$ cat src/rtl/i2c_fifo_pkg.sv
package i2c_fifo_pkg;

    // configuration word layout; these positions are decoded by software
    localparam int FLD_W      = 6;
    localparam int TX_THR_LSB = 0;
    localparam int TX_CLR_BIT = 6;
    localparam int TX_DMA_BIT = 7;
    localparam int RX_THR_LSB = 8;
    localparam int RX_CLR_BIT = 14;
    localparam int RX_DMA_BIT = 15;
    localparam int CODE_LSB   = 14;

    typedef struct packed {
        logic             rx_dma;
        logic [FLD_W-1:0] rx_thr;
        logic             tx_dma;
        logic [FLD_W-1:0] tx_thr;
    } buf_cfg_t;

    function automatic int depth_of(input int code);
        return 8 << code;
    endfunction

    function automatic logic [15:0] pack_cfg(input buf_cfg_t c);
        logic [15:0] w;
        w = '0;
        w[RX_DMA_BIT]                = c.rx_dma;
        w[RX_THR_LSB +: FLD_W]       = c.rx_thr;
        w[TX_DMA_BIT]                = c.tx_dma;
        w[TX_THR_LSB +: FLD_W]       = c.tx_thr;
        return w;
    endfunction

endpackage

$ cat src/rtl/i2c_fifo_cfg.sv
module i2c_fifo_cfg
    import i2c_fifo_pkg::*;
#(
    parameter int DEPTH = 16
) (
    input  logic        clk,
    input  logic        rst,
    input  logic        wr,
    input  logic [15:0] wdata,
    output buf_cfg_t    cfg,
    output logic        rx_clr,
    output logic        tx_clr,
    output logic [15:0] rdata
);
    localparam logic [FLD_W-1:0] FMASK = FLD_W'(DEPTH - 1);

    always_ff @(posedge clk) begin
        if (rst) begin
            cfg <= '0;
        end else if (wr) begin
            cfg.rx_dma <= wdata[RX_DMA_BIT];
            cfg.rx_thr <= wdata[RX_THR_LSB +: FLD_W] & FMASK;
            cfg.tx_dma <= wdata[TX_DMA_BIT];
            cfg.tx_thr <= wdata[TX_THR_LSB +: FLD_W] & FMASK;
        end
    end

    // clear bits act only in the write cycle and are never stored
    assign rx_clr = wr & wdata[RX_CLR_BIT];
    assign tx_clr = wr & wdata[TX_CLR_BIT];
    assign rdata  = pack_cfg(cfg);

    // a write is visible on the readback one cycle later
    a_r5_cfg_load: assert property (@(posedge clk) disable iff (rst)
        wr |=> rdata[RX_THR_LSB +: FLD_W] == ($past(wdata[RX_THR_LSB +: FLD_W]) & FMASK)
            && rdata[TX_DMA_BIT] == $past(wdata[TX_DMA_BIT]));

    // clear bits never read back as set
    a_r6_clr_selfclear: assert property (@(posedge clk) disable iff (rst)
        wr |=> !rdata[RX_CLR_BIT] && !rdata[TX_CLR_BIT]);

endmodule

$ cat src/rtl/i2c_byte_fifo.sv
module i2c_byte_fifo #(
    parameter int DEPTH = 16,
    parameter int W     = 8,
    localparam int AW   = $clog2(DEPTH),
    localparam int CW   = $clog2(DEPTH + 1)
) (
    input  logic          clk,
    input  logic          rst,
    input  logic          clr,
    input  logic          push,
    input  logic [W-1:0]  din,
    input  logic          pop,
    output logic [W-1:0]  dout,
    output logic [CW-1:0] count,
    output logic          full,
    output logic          empty
);
    logic [W-1:0]  mem [DEPTH];
    logic [AW-1:0] wp, rp;
    logic          push_ok, pop_ok;

    assign full    = (count == CW'(DEPTH));
    assign empty   = (count == '0);
    assign push_ok = push & ~full;
    assign pop_ok  = pop & ~empty;
    assign dout    = mem[rp];

    always_ff @(posedge clk) begin
        if (push_ok && !clr) mem[wp] <= din;
    end

    always_ff @(posedge clk) begin
        if (rst || clr) begin
            wp    <= '0;
            rp    <= '0;
            count <= '0;
        end else begin
            if (push_ok) wp <= wp + AW'(1);
            if (pop_ok)  rp <= rp + AW'(1);
            count <= count + CW'(push_ok) - CW'(pop_ok);
        end
    end

    // the fill never exceeds the built depth
    a_r3_count_bound: assert property (@(posedge clk) disable iff (rst)
        count <= CW'(DEPTH));

    // a clear leaves the store empty
    a_r6_clear_empties: assert property (@(posedge clk) disable iff (rst)
        clr |=> empty);

    // a push into a full store is dropped
    a_r9_no_overflow: assert property (@(posedge clk) disable iff (rst)
        full && push && !pop && !clr |=> full && $stable(wp));

    // a pop from an empty store is dropped
    a_r11_no_underflow: assert property (@(posedge clk) disable iff (rst)
        empty && pop && !push && !clr |=> empty && $stable(rp));

endmodule

$ cat src/rtl/i2c_fifo_buf.sv
module i2c_fifo_buf
    import i2c_fifo_pkg::*;
#(
    parameter int DEPTH_CODE = 1
) (
    input  logic        clk,
    input  logic        rst,
    input  logic        cfg_wr,
    input  logic [15:0] cfg_wdata,
    output logic [15:0] cfg_rdata,
    output logic [15:0] buf_stat,
    input  logic        dir_tx,
    input  logic [15:0] xfer_left,
    input  logic        cpu_wr,
    input  logic [7:0]  cpu_wdata,
    input  logic        cpu_rd,
    output logic [7:0]  cpu_rdata,
    input  logic        eng_tx_pop,
    output logic [7:0]  eng_tx_data,
    output logic        eng_tx_valid,
    input  logic        eng_rx_push,
    input  logic [7:0]  eng_rx_data,
    output logic        eng_rx_room,
    output logic        tx_ready,
    output logic        rx_ready,
    output logic        tx_drain,
    output logic        rx_drain,
    output logic        tx_dma_req,
    output logic        rx_dma_req,
    output logic        tx_ovf,
    output logic        rx_udf
);
    localparam int DEPTH = depth_of(DEPTH_CODE);
    localparam int CW    = $clog2(DEPTH + 1);

    buf_cfg_t      cfg;
    logic          rx_clr, tx_clr;
    logic [CW-1:0] tx_count, rx_count, tx_free, tx_thr, rx_thr;
    logic          tx_full, tx_empty, rx_full, rx_empty;

    i2c_fifo_cfg #(.DEPTH(DEPTH)) u_cfg (
        .clk(clk), .rst(rst), .wr(cfg_wr), .wdata(cfg_wdata),
        .cfg(cfg), .rx_clr(rx_clr), .tx_clr(tx_clr), .rdata(cfg_rdata)
    );

    i2c_byte_fifo #(.DEPTH(DEPTH), .W(8)) u_txq (
        .clk(clk), .rst(rst), .clr(tx_clr),
        .push(cpu_wr), .din(cpu_wdata), .pop(eng_tx_pop), .dout(eng_tx_data),
        .count(tx_count), .full(tx_full), .empty(tx_empty)
    );

    i2c_byte_fifo #(.DEPTH(DEPTH), .W(8)) u_rxq (
        .clk(clk), .rst(rst), .clr(rx_clr),
        .push(eng_rx_push), .din(eng_rx_data), .pop(cpu_rd), .dout(cpu_rdata),
        .count(rx_count), .full(rx_full), .empty(rx_empty)
    );

    assign eng_tx_valid = ~tx_empty;
    assign eng_rx_room  = ~rx_full;

    // thresholds are stored minus one
    assign tx_thr  = CW'(cfg.tx_thr) + CW'(1);
    assign rx_thr  = CW'(cfg.rx_thr) + CW'(1);
    assign tx_free = CW'(DEPTH) - tx_count;

    assign tx_ready   = (tx_free >= tx_thr);
    assign rx_ready   = (rx_count >= rx_thr);
    assign tx_dma_req = cfg.tx_dma & tx_ready;
    assign rx_dma_req = cfg.rx_dma & rx_ready;

    assign tx_drain = dir_tx && (xfer_left != '0) && (xfer_left < 16'(tx_thr))
                      && (16'(tx_free) >= xfer_left);
    assign rx_drain = !dir_tx && (xfer_left != '0) && (xfer_left < 16'(rx_thr))
                      && (16'(rx_count) >= xfer_left);

    always_comb begin
        buf_stat = '0;
        buf_stat[CODE_LSB +: 2] = 2'(DEPTH_CODE);
        buf_stat[CW-1:0]        = dir_tx ? tx_count : rx_count;
    end

    always_ff @(posedge clk) begin
        if (rst || tx_clr)          tx_ovf <= 1'b0;
        else if (cpu_wr && tx_full) tx_ovf <= 1'b1;
    end

    always_ff @(posedge clk) begin
        if (rst || rx_clr)           rx_udf <= 1'b0;
        else if (cpu_rd && rx_empty) rx_udf <= 1'b1;
    end

    // error flags hold until their clear
    a_r9_ovf_sticky: assert property (@(posedge clk) disable iff (rst)
        tx_ovf && !tx_clr |=> tx_ovf);
    a_r9_udf_sticky: assert property (@(posedge clk) disable iff (rst)
        rx_udf && !rx_clr |=> rx_udf);

    // a clear drops the flag of its direction
    a_r6_clear_flag: assert property (@(posedge clk) disable iff (rst)
        tx_clr |=> !tx_ovf && tx_ready);

    // transmit ready implies room for at least one byte
    a_r7_ready_room: assert property (@(posedge clk) disable iff (rst)
        tx_ready |-> !tx_full);

    // receive ready implies data present
    a_r7_ready_data: assert property (@(posedge clk) disable iff (rst)
        rx_ready |-> !rx_empty);

endmodule

$ cat config.mk
export PLATFORM = sky130hd
export DESIGN_NAME = i2c_fifo_buf
export DESIGN_NICKNAME = d
export VERILOG_FILES = /design/src/rtl/i2c_fifo_pkg.sv /design/src/rtl/i2c_fifo_cfg.sv /design/src/rtl/i2c_byte_fifo.sv /design/src/rtl/i2c_fifo_buf.sv
export SDC_FILE = /design/constraint.sdc
export NUM_CORES = 1
export LEC_CHECK = 0
export BUFFER_PORTS_ARGS = -buffer_cell sky130_fd_sc_hd__clkbuf_2
export CAP_MARGIN = 20
export CORE_UTILIZATION = 50
export CTS_BUF_LIST = sky130_fd_sc_hd__clkbuf_8 sky130_fd_sc_hd__clkbuf_16
export CTS_CLUSTER_SIZE = 28
export DETAILED_ROUTE_END_ITERATION = 8
export PLACE_DENSITY_LB_ADDON = 0.1
export SETUP_SLACK_MARGIN = 0.15
export SLEW_MARGIN = 20
export SYNTH_ARGS = -nofsm -noshare
export SYNTH_HDL_FRONTEND = slang
export SYNTH_SLANG_ARGS = --single-unit
$ cat constraint.sdc
create_clock -name clk -period 5.6 [get_ports clk]
set_input_delay 0.28 -clock clk [delete_from_list [all_inputs] [get_ports clk]]
set_output_delay 0.28 -clock clk [all_outputs]
set_load 0.01 [all_outputs]
==> flow_summary.toml, run 1 <==
[drt]
ant_nets = 0
drt_pass1_iterations = 5
via_count = 6711
drcViolationCount = 0
drt_iter0_drc = 481
viasPerCell = 5.58
drt-total-wl_mm = 25.6
wl_per_cell_um = 21.3

[global_routing]
grt_overflow = 0
grt_usage_pct = 20.1
antenna_found_initial = 0
grt_start_max_net_pins = 33
grt_pass1_wl_mm = 39.7
first_global_vias = 7016

[timing]
fin_crit_ps = 3380
report.final.slew_viol_count = 0
hold_violations = 0
max_freq_ghz = 0.296
tightest_slew_ps = 1120
grt_setup_unrepaired = "no"
setup_viol_count_final = 0
clock_skew_ps = 14.6
finalSetupTns_ps = 0
relSlewSlack_pct = 24.7
fin_crit_sh_pct = 60.3
whs_ps = 14.0
setup_ws_ps = 2220

[floorplan]
ios = 114
die_w_um = 163
rows = 58
die_h_um = 163
core_area_sq_um = 25300
dieArea_sq_um = 26500
initial_utilization_pct = 51.2

[critical_path]
crit_fanout = 8
r2r_slack_ps = 2220
cp.arrival_ps = 3530
worstPathRequired_ps = 5760
worstSetupPathType = "reg2reg"
end_kind = "flop"
crit_path_start_kind = "flop"

[placed_design]
placed_area_sq_um = 13600
hpwl_mm = 16.9
gpl.final_weighted_congestion = 0.800
place_ws_ps = 2250
io_buffers = 92

[synthesis]
ys_top_cells_by_count = "edfxtp_1 (256), nor2_1 (77), ha_1 (48), dfxtp_1 (46), mux4_2 (42)"
muxShareOfSynthArea_pct = 16.1
synth_compound_area_share_pct = 2.15
yosysMostFrequentCell = "edfxtp_1"
yosys.area_share.simple_pct = 4.66
netlist.top_cell.by_area = "edfxtp_1"
yosys.area.top_type_share_pct = 59.4
ys.flop_type = "edfxtp_1"
ys_ff_latch = 302
ys_seq_area_share_pct = 66.6
async_reset_ff_share_pct = 0
syn-instance-count = 740
synth_edf_count = 256
syn_area_sq_um = 12900
synthAdderAreaFrac_pct = 5.11
synth_area_leaders = "edfxtp_1 (59%), mux4_1 (7.7%), mux4_2 (7.3%), dfxtp_1 (7.1%), ha_1 (4.6%)"
synth_top_family_by_area = "multiplexers"
synthXorXnorAreaFrac_pct = 1.69
yosys_warnings = 0
avgSynthCellArea_sq_um = 17.5
synth_cell_type_count = 44

[flow_run]
maxCapViolations = 0

[clock_network]
numClockSinks = 302
post_cts_buffers = 0
cts_buffer_depth = 3
cts-root-buf = "clkbuf_16"
ctsResizeCount = 0
cts_tree = "done"
cts_made_buffers = 30
htree_levels = 1
cts_hold_buf = 10
clk_latency_ps = 540
clk_pin_slew_ps = 60

[layout]
final_layout_size_suffix_gt1_share_pct = 22.2
syn2layout_area_growth_pct = 13.5
final_area_sq_um = 14700
nFillCells = 1929
antennaDiodeCount = 0
nets = 955

[power_and_ir_drop]
power_density_nw_per_um2 = 392
p_total_mw = 5.75
cellLeakagePower_nw = 5.20
peakVddDrop_v = 0.000240

[min_path]
hp-class = "in2reg"

[status]
status = "finished, final reports clean"
-- cell families after synthesis --
family,Yosys count
adder cells (fa/ha/maj),52
XOR/XNOR,25
other,2
AO/OA/AOI/OAI,44
flip-flops,302
multiplexers,94
AND/OR/NAND/NOR,136
buffers and inverters,85
-- final cells by class --
cell class | count | area (sq um) | share of cell area (%)
Tap cell | 330 | 413 | 2.81
Inverter | 39 | 146 | 0.997
Timing Repair Buffer | 108 | 613 | 4.18
Clock inverter | 22 | 149 | 1.01
Multi-Input combinational cell | 368 | 3930 | 26.8
Clock buffer | 34 | 817 | 5.57
Sequential cell | 302 | 8610 | 58.6
-- worst paths after layout --
path / from / endpoint / cells after the start
max: u_txq.count[1]$_SDFF_PP0_ / u_txq.mem[11][6]$_DFFE_PP_ / 8
min: cfg_wdata[10] / u_cfg.cfg[9]$_SDFFE_PP0P_ / 3
min reg2reg: rx_udf$_SDFFE_PP0P_ / rx_udf$_SDFFE_PP0P_ / 2
max reg2reg: u_txq.count[1]$_SDFF_PP0_ / u_txq.mem[11][6]$_DFFE_PP_ / 8
-- state kept, by name, summed over array words and instances, names as in the netlist, named ones only --
register and count:
rx_udf 1, tx_ovf 1, u_cfg.cfg 10, u_rxq.count 5, u_rxq.mem 128, u_rxq.rp 4, u_rxq.wp 4, u_txq.count 5
u_txq.mem 128, u_txq.rp 4, u_txq.wp 4
-- through the flow --
| step | util [%] | instances |
|---|---|---|
| 4_1_cts | 58.0 | 1201 |
| 5_1_grt | 58.1 | 1203 |
| 2_1_floorplan | - | 755 |
| 3_3_place_gp | 53.7 | 1135 |
| 3_5_place_dp | 53.8 | 1135 |
| 6_report | 58.1 | 1203 |
-- report_power, final --
part	switching (mW)	total, mW	leakage, nW	internal, mW
sequential	0.0640	2.59	2.69	2.52
combinational	0.659	1.25	2.03	0.595
clock	0.817	1.91	0.484	1.09
total	1.54	5.75	5.20	4.21
-- worst max-delay path: stages, from the launching register on --
cell and delay [ps]:
dfxtp_1 420, inv_1 130, ha_1 220, and2_1 160, ha_1 200, nor2b_1 400
a21boi_0 480, nand2_1 290, nor2_1 700
-- layout by cell type, fill, tap and decap left out, drive strengths merged, types with 7 or more instances in the layout --
cell,Yosys,routed
inv,39,45
a21oi,13,13
xor2,14,14
xnor2,11,11
dfxtp,46,46
nor2b,7,7
o21ai,13,13
clkbuf,10,126
conb,2,17
nand3,7,7
nand2,20,20
clkinv,0,11
nor2,77,77
mux4,80,80
mux2i,13,13
edfxtp,256,256
ha,48,48
dlygate4sd3,0,10
-- layer usage --
metal | GRT usage [%] | part of all wire [%] | vias up
met5 | 0 | 0 | -
met4 | 4.25 | 1.2 | 0
met3 | 2.95 | 5.4 | 27
met2 | 33.3 | 49 | 213
met1 | 28.4 | 44 | 3402
li1 | - | - | 3069
(Power assumes the default switching activity.)
==> inputs of run 2 (changes only) <==
--- a/config.mk
+++ b/config.mk
@@ -5,6 +5,7 @@
 export SDC_FILE = /design/constraint.sdc
 export NUM_CORES = 1
 export LEC_CHECK = 0
+export ABC_AREA = 1
 export BUFFER_PORTS_ARGS = -buffer_cell sky130_fd_sc_hd__clkbuf_2
 export CAP_MARGIN = 20
 export CORE_UTILIZATION = 50
==> constraint.sdc (replaced) <==
create_clock -name clk -period 2.9 [get_ports clk]
set_input_delay 0.145 -clock clk [delete_from_list [all_inputs] [get_ports clk]]
set_output_delay 0.145 -clock clk [all_outputs]
set_load 0.01 [all_outputs]
==> flow_summary.toml, run 2 <==
[placed_design]
hpwl_mm = 19.4
place_ws_ps = 171
io_buffers = 92
placed_area_sq_um = 14700
gpl.final_weighted_congestion = 0.843

[flow_run]
maxCapViolations = 0

[synthesis]
ys_seq_area_share_pct = 62.2
yosys.area.top_type_share_pct = 55.5
synth_edf_count = 256
netlist.top_cell.by_area = "edfxtp_1"
ys.flop_type = "edfxtp_1"
ys_top_cells_by_count = "edfxtp_1 (256), inv_1 (220), nand2_1 (183), nand3_1 (115), a21oi_1 (95)"
syn-instance-count = 1310
yosys_warnings = 0
yosysMostFrequentCell = "edfxtp_1"
ys_ff_latch = 302
syn_area_sq_um = 13800
synth_area_leaders = "edfxtp_1 (56%), dfxtp_1 (6.6%), inv_1 (6.0%), nand2_1 (5.0%), ha_1 (4.3%)"
synth_cell_type_count = 37
async_reset_ff_share_pct = 0
avgSynthCellArea_sq_um = 10.6

[power_and_ir_drop]
cellLeakagePower_nw = 6.34
peakVddDrop_v = 0.000588
power_density_nw_per_um2 = 750

[layout]
multi_input_area_sq_um = 4030
nFillCells = 2325
top_regs = "u_rxq.mem x128, u_txq.mem x128, u_cfg.cfg x10"
syn2layout_area_growth_pct = 14.5
layout_common_cells = "edfxtp_1 (256), inv_1 (223), nand2_1 (183)"
final_layout_size_suffix_gt1_share_pct = 15.6
antennaDiodeCount = 0
final_area_sq_um = 15900
nets = 1540
register_area_sq_um = 8630
final_common_cell = "edfxtp_1"

[timing]
clock_skew_ps = 25.3
grt_setup_unrepaired = "no"
fin_crit_ps = 2590
report.final.slew_viol_count = 0
hold_violations = 0
tightest_slew_ps = 733
setup_ws_ps = 311
fin_crit_sh_pct = 89.3
max_freq_ghz = 0.386
setup_viol_count_final = 0
finalSetupTns_ps = 0
relSlewSlack_pct = 51.0

[clock_network]
cts-root-buf = "clkbuf_16"
cts_buffer_depth = 3
cts_made_buffers = 31
htree_levels = 1
clk_latency_ps = 580
clk_pin_slew_ps = 60
numClockSinks = 302
cts_tree = "done"

[global_routing]
first_global_vias = 8857
grt_overflow = 0
grt_start_max_net_pins = 65
grt_usage_pct = 20.9
grt_pass1_wl_mm = 46.1
antenna_found_initial = 0

[min_path]
hp-class = "in2reg"

[critical_path]
crit_path_start_kind = "flop"
worstPathRequired_ps = 2760
r2r-end = "u_rxq.count[4]$_SDFF_PP0_"
crit_end = "tx_dma_req"
reg2regPathDepth = 15
startpoint = "u_txq.count[0]$_SDFF_PP0_"
worstSetupPathType = "reg2out"
cp.arrival_ps = 2440
r2r_start = "u_rxq.count[3]$_SDFF_PP0_"
end_kind = "output pin"
crit_fanout = 6
r2r_slack_ps = 350

[floorplan]
ios = 114
core_area_sq_um = 27000
dieArea_sq_um = 28400
rows = 60
die_h_um = 168
initial_utilization_pct = 51.2
die_w_um = 168

[drt]
drcViolationCount = 0
drt-total-wl_mm = 29.4
drt_iter0_drc = 691
wl_per_cell_um = 16.3
ant_nets = 0
drt_pass1_iterations = 5
viasPerCell = 5.16
via_count = 9286

[status]
status = "finished, final reports clean"
## run 2: cell count changes after synthesis, sizes merged, moves of 23 or more
cell	delta
inv	+187
a21oi	+82
buf	+23
nand3	+108
nand2	+166
o21ai	+83
o211ai	+63
mux4	-80
## run 2: critical path, cell delays in order (launching register included)
cell and delay, ps:
dfxtp_2 340, inv_2 70, ha_2 200, nand2_1 70
inv_1 60, ha_2 320, inv_2 50, ha_1 260
a21boi_2 130, nand3_1 100, a21boi_1 140, buf_2 150
## run 2: area by class of cell
| class | instances | share of cell area (%) |
|---|---|---|
| clock buffer | 34 | 5.15 |
| clock inverter | 23 | 0.892 |
| inverter | 226 | 5.35 |
| multi-input combinational | 726 | 25.4 |
| sequential | 302 | 54.4 |
| tap | 341 | 2.69 |
| timing repair buffer | 147 | 6.11 |
## run 2: worst min path at each step
| stage | end | cells after the start | from |
|---|---|---|---|
| 3_3_place_gp | u_cfg.cfg[8]$_SDFFE_PP0P_ | 3 | cfg_wdata[9] |
| 5_1_grt | u_rxq.mem[2][2]$_DFFE_PP_ | 1 | eng_rx_data[2] |
| 4_1_cts | u_rxq.mem[0][2]$_DFFE_PP_ | 1 | eng_rx_data[2] |
| 2_1_floorplan | u_txq.count[2]$_SDFF_PP0_ | 1 | rst |
| 6_report | u_rxq.mem[0][3]$_DFFE_PP_ | 1 | eng_rx_data[3] |
| 3_5_place_dp | u_txq.count[2]$_SDFF_PP0_ | 2 | rst |
## run 2: logic make-up after synthesis
kind of cell / after synthesis / share of synthesized area (%)
AND/OR/NAND/NOR: 397 / 12.4
flip-flops: 302 / 62.2
buffers and inverters: 297 / 9.29
AO/OA/AOI/OAI: 258 / 11.3
adder cells (fa/ha/maj): 50 / 4.63
XOR/XNOR: 4 / 0.253
other: 2 / 0.0542
## run 2: metrics by stage
step	total power [mW]	util, %	instances	hold WS, ps
2_1_floorplan	7.30	-	1325	220
3_3_place_gp	8.10	54.3	1722	371
3_5_place_dp	8.16	54.3	1722	372
4_1_cts	11.9	58.6	1797	40.4
5_1_grt	12.6	58.7	1799	56.0
6_report	11.9	58.7	1799	55.7
## run 2: routing by layer
| metal | global-route usage, % | part of all wire, % | vias to the layer above |
|---|---|---|---|
| li1 | - | - | 4666 |
| met1 | 26.9 | 44 | 4361 |
| met2 | 36.8 | 50 | 205 |
| met3 | 2.73 | 4.1 | 54 |
| met4 | 6.05 | 2.4 | 0 |
| met5 | 0 | 0 | - |
## run 2: repair_timing
item	CTS	global route
endpoints found under the setup margin	2	4
resized for setup	7	14
hold buffers	18	0
setup buffers	0	2
hold endpoints to repair	31	0
pin swaps	1	3
## run 2: power by group
group          switching, mW  internal, mW  leakage, nW
clock network           1.62          2.10        0.511
logic                   1.86          1.17         3.14
registers              0.239          4.90         2.69
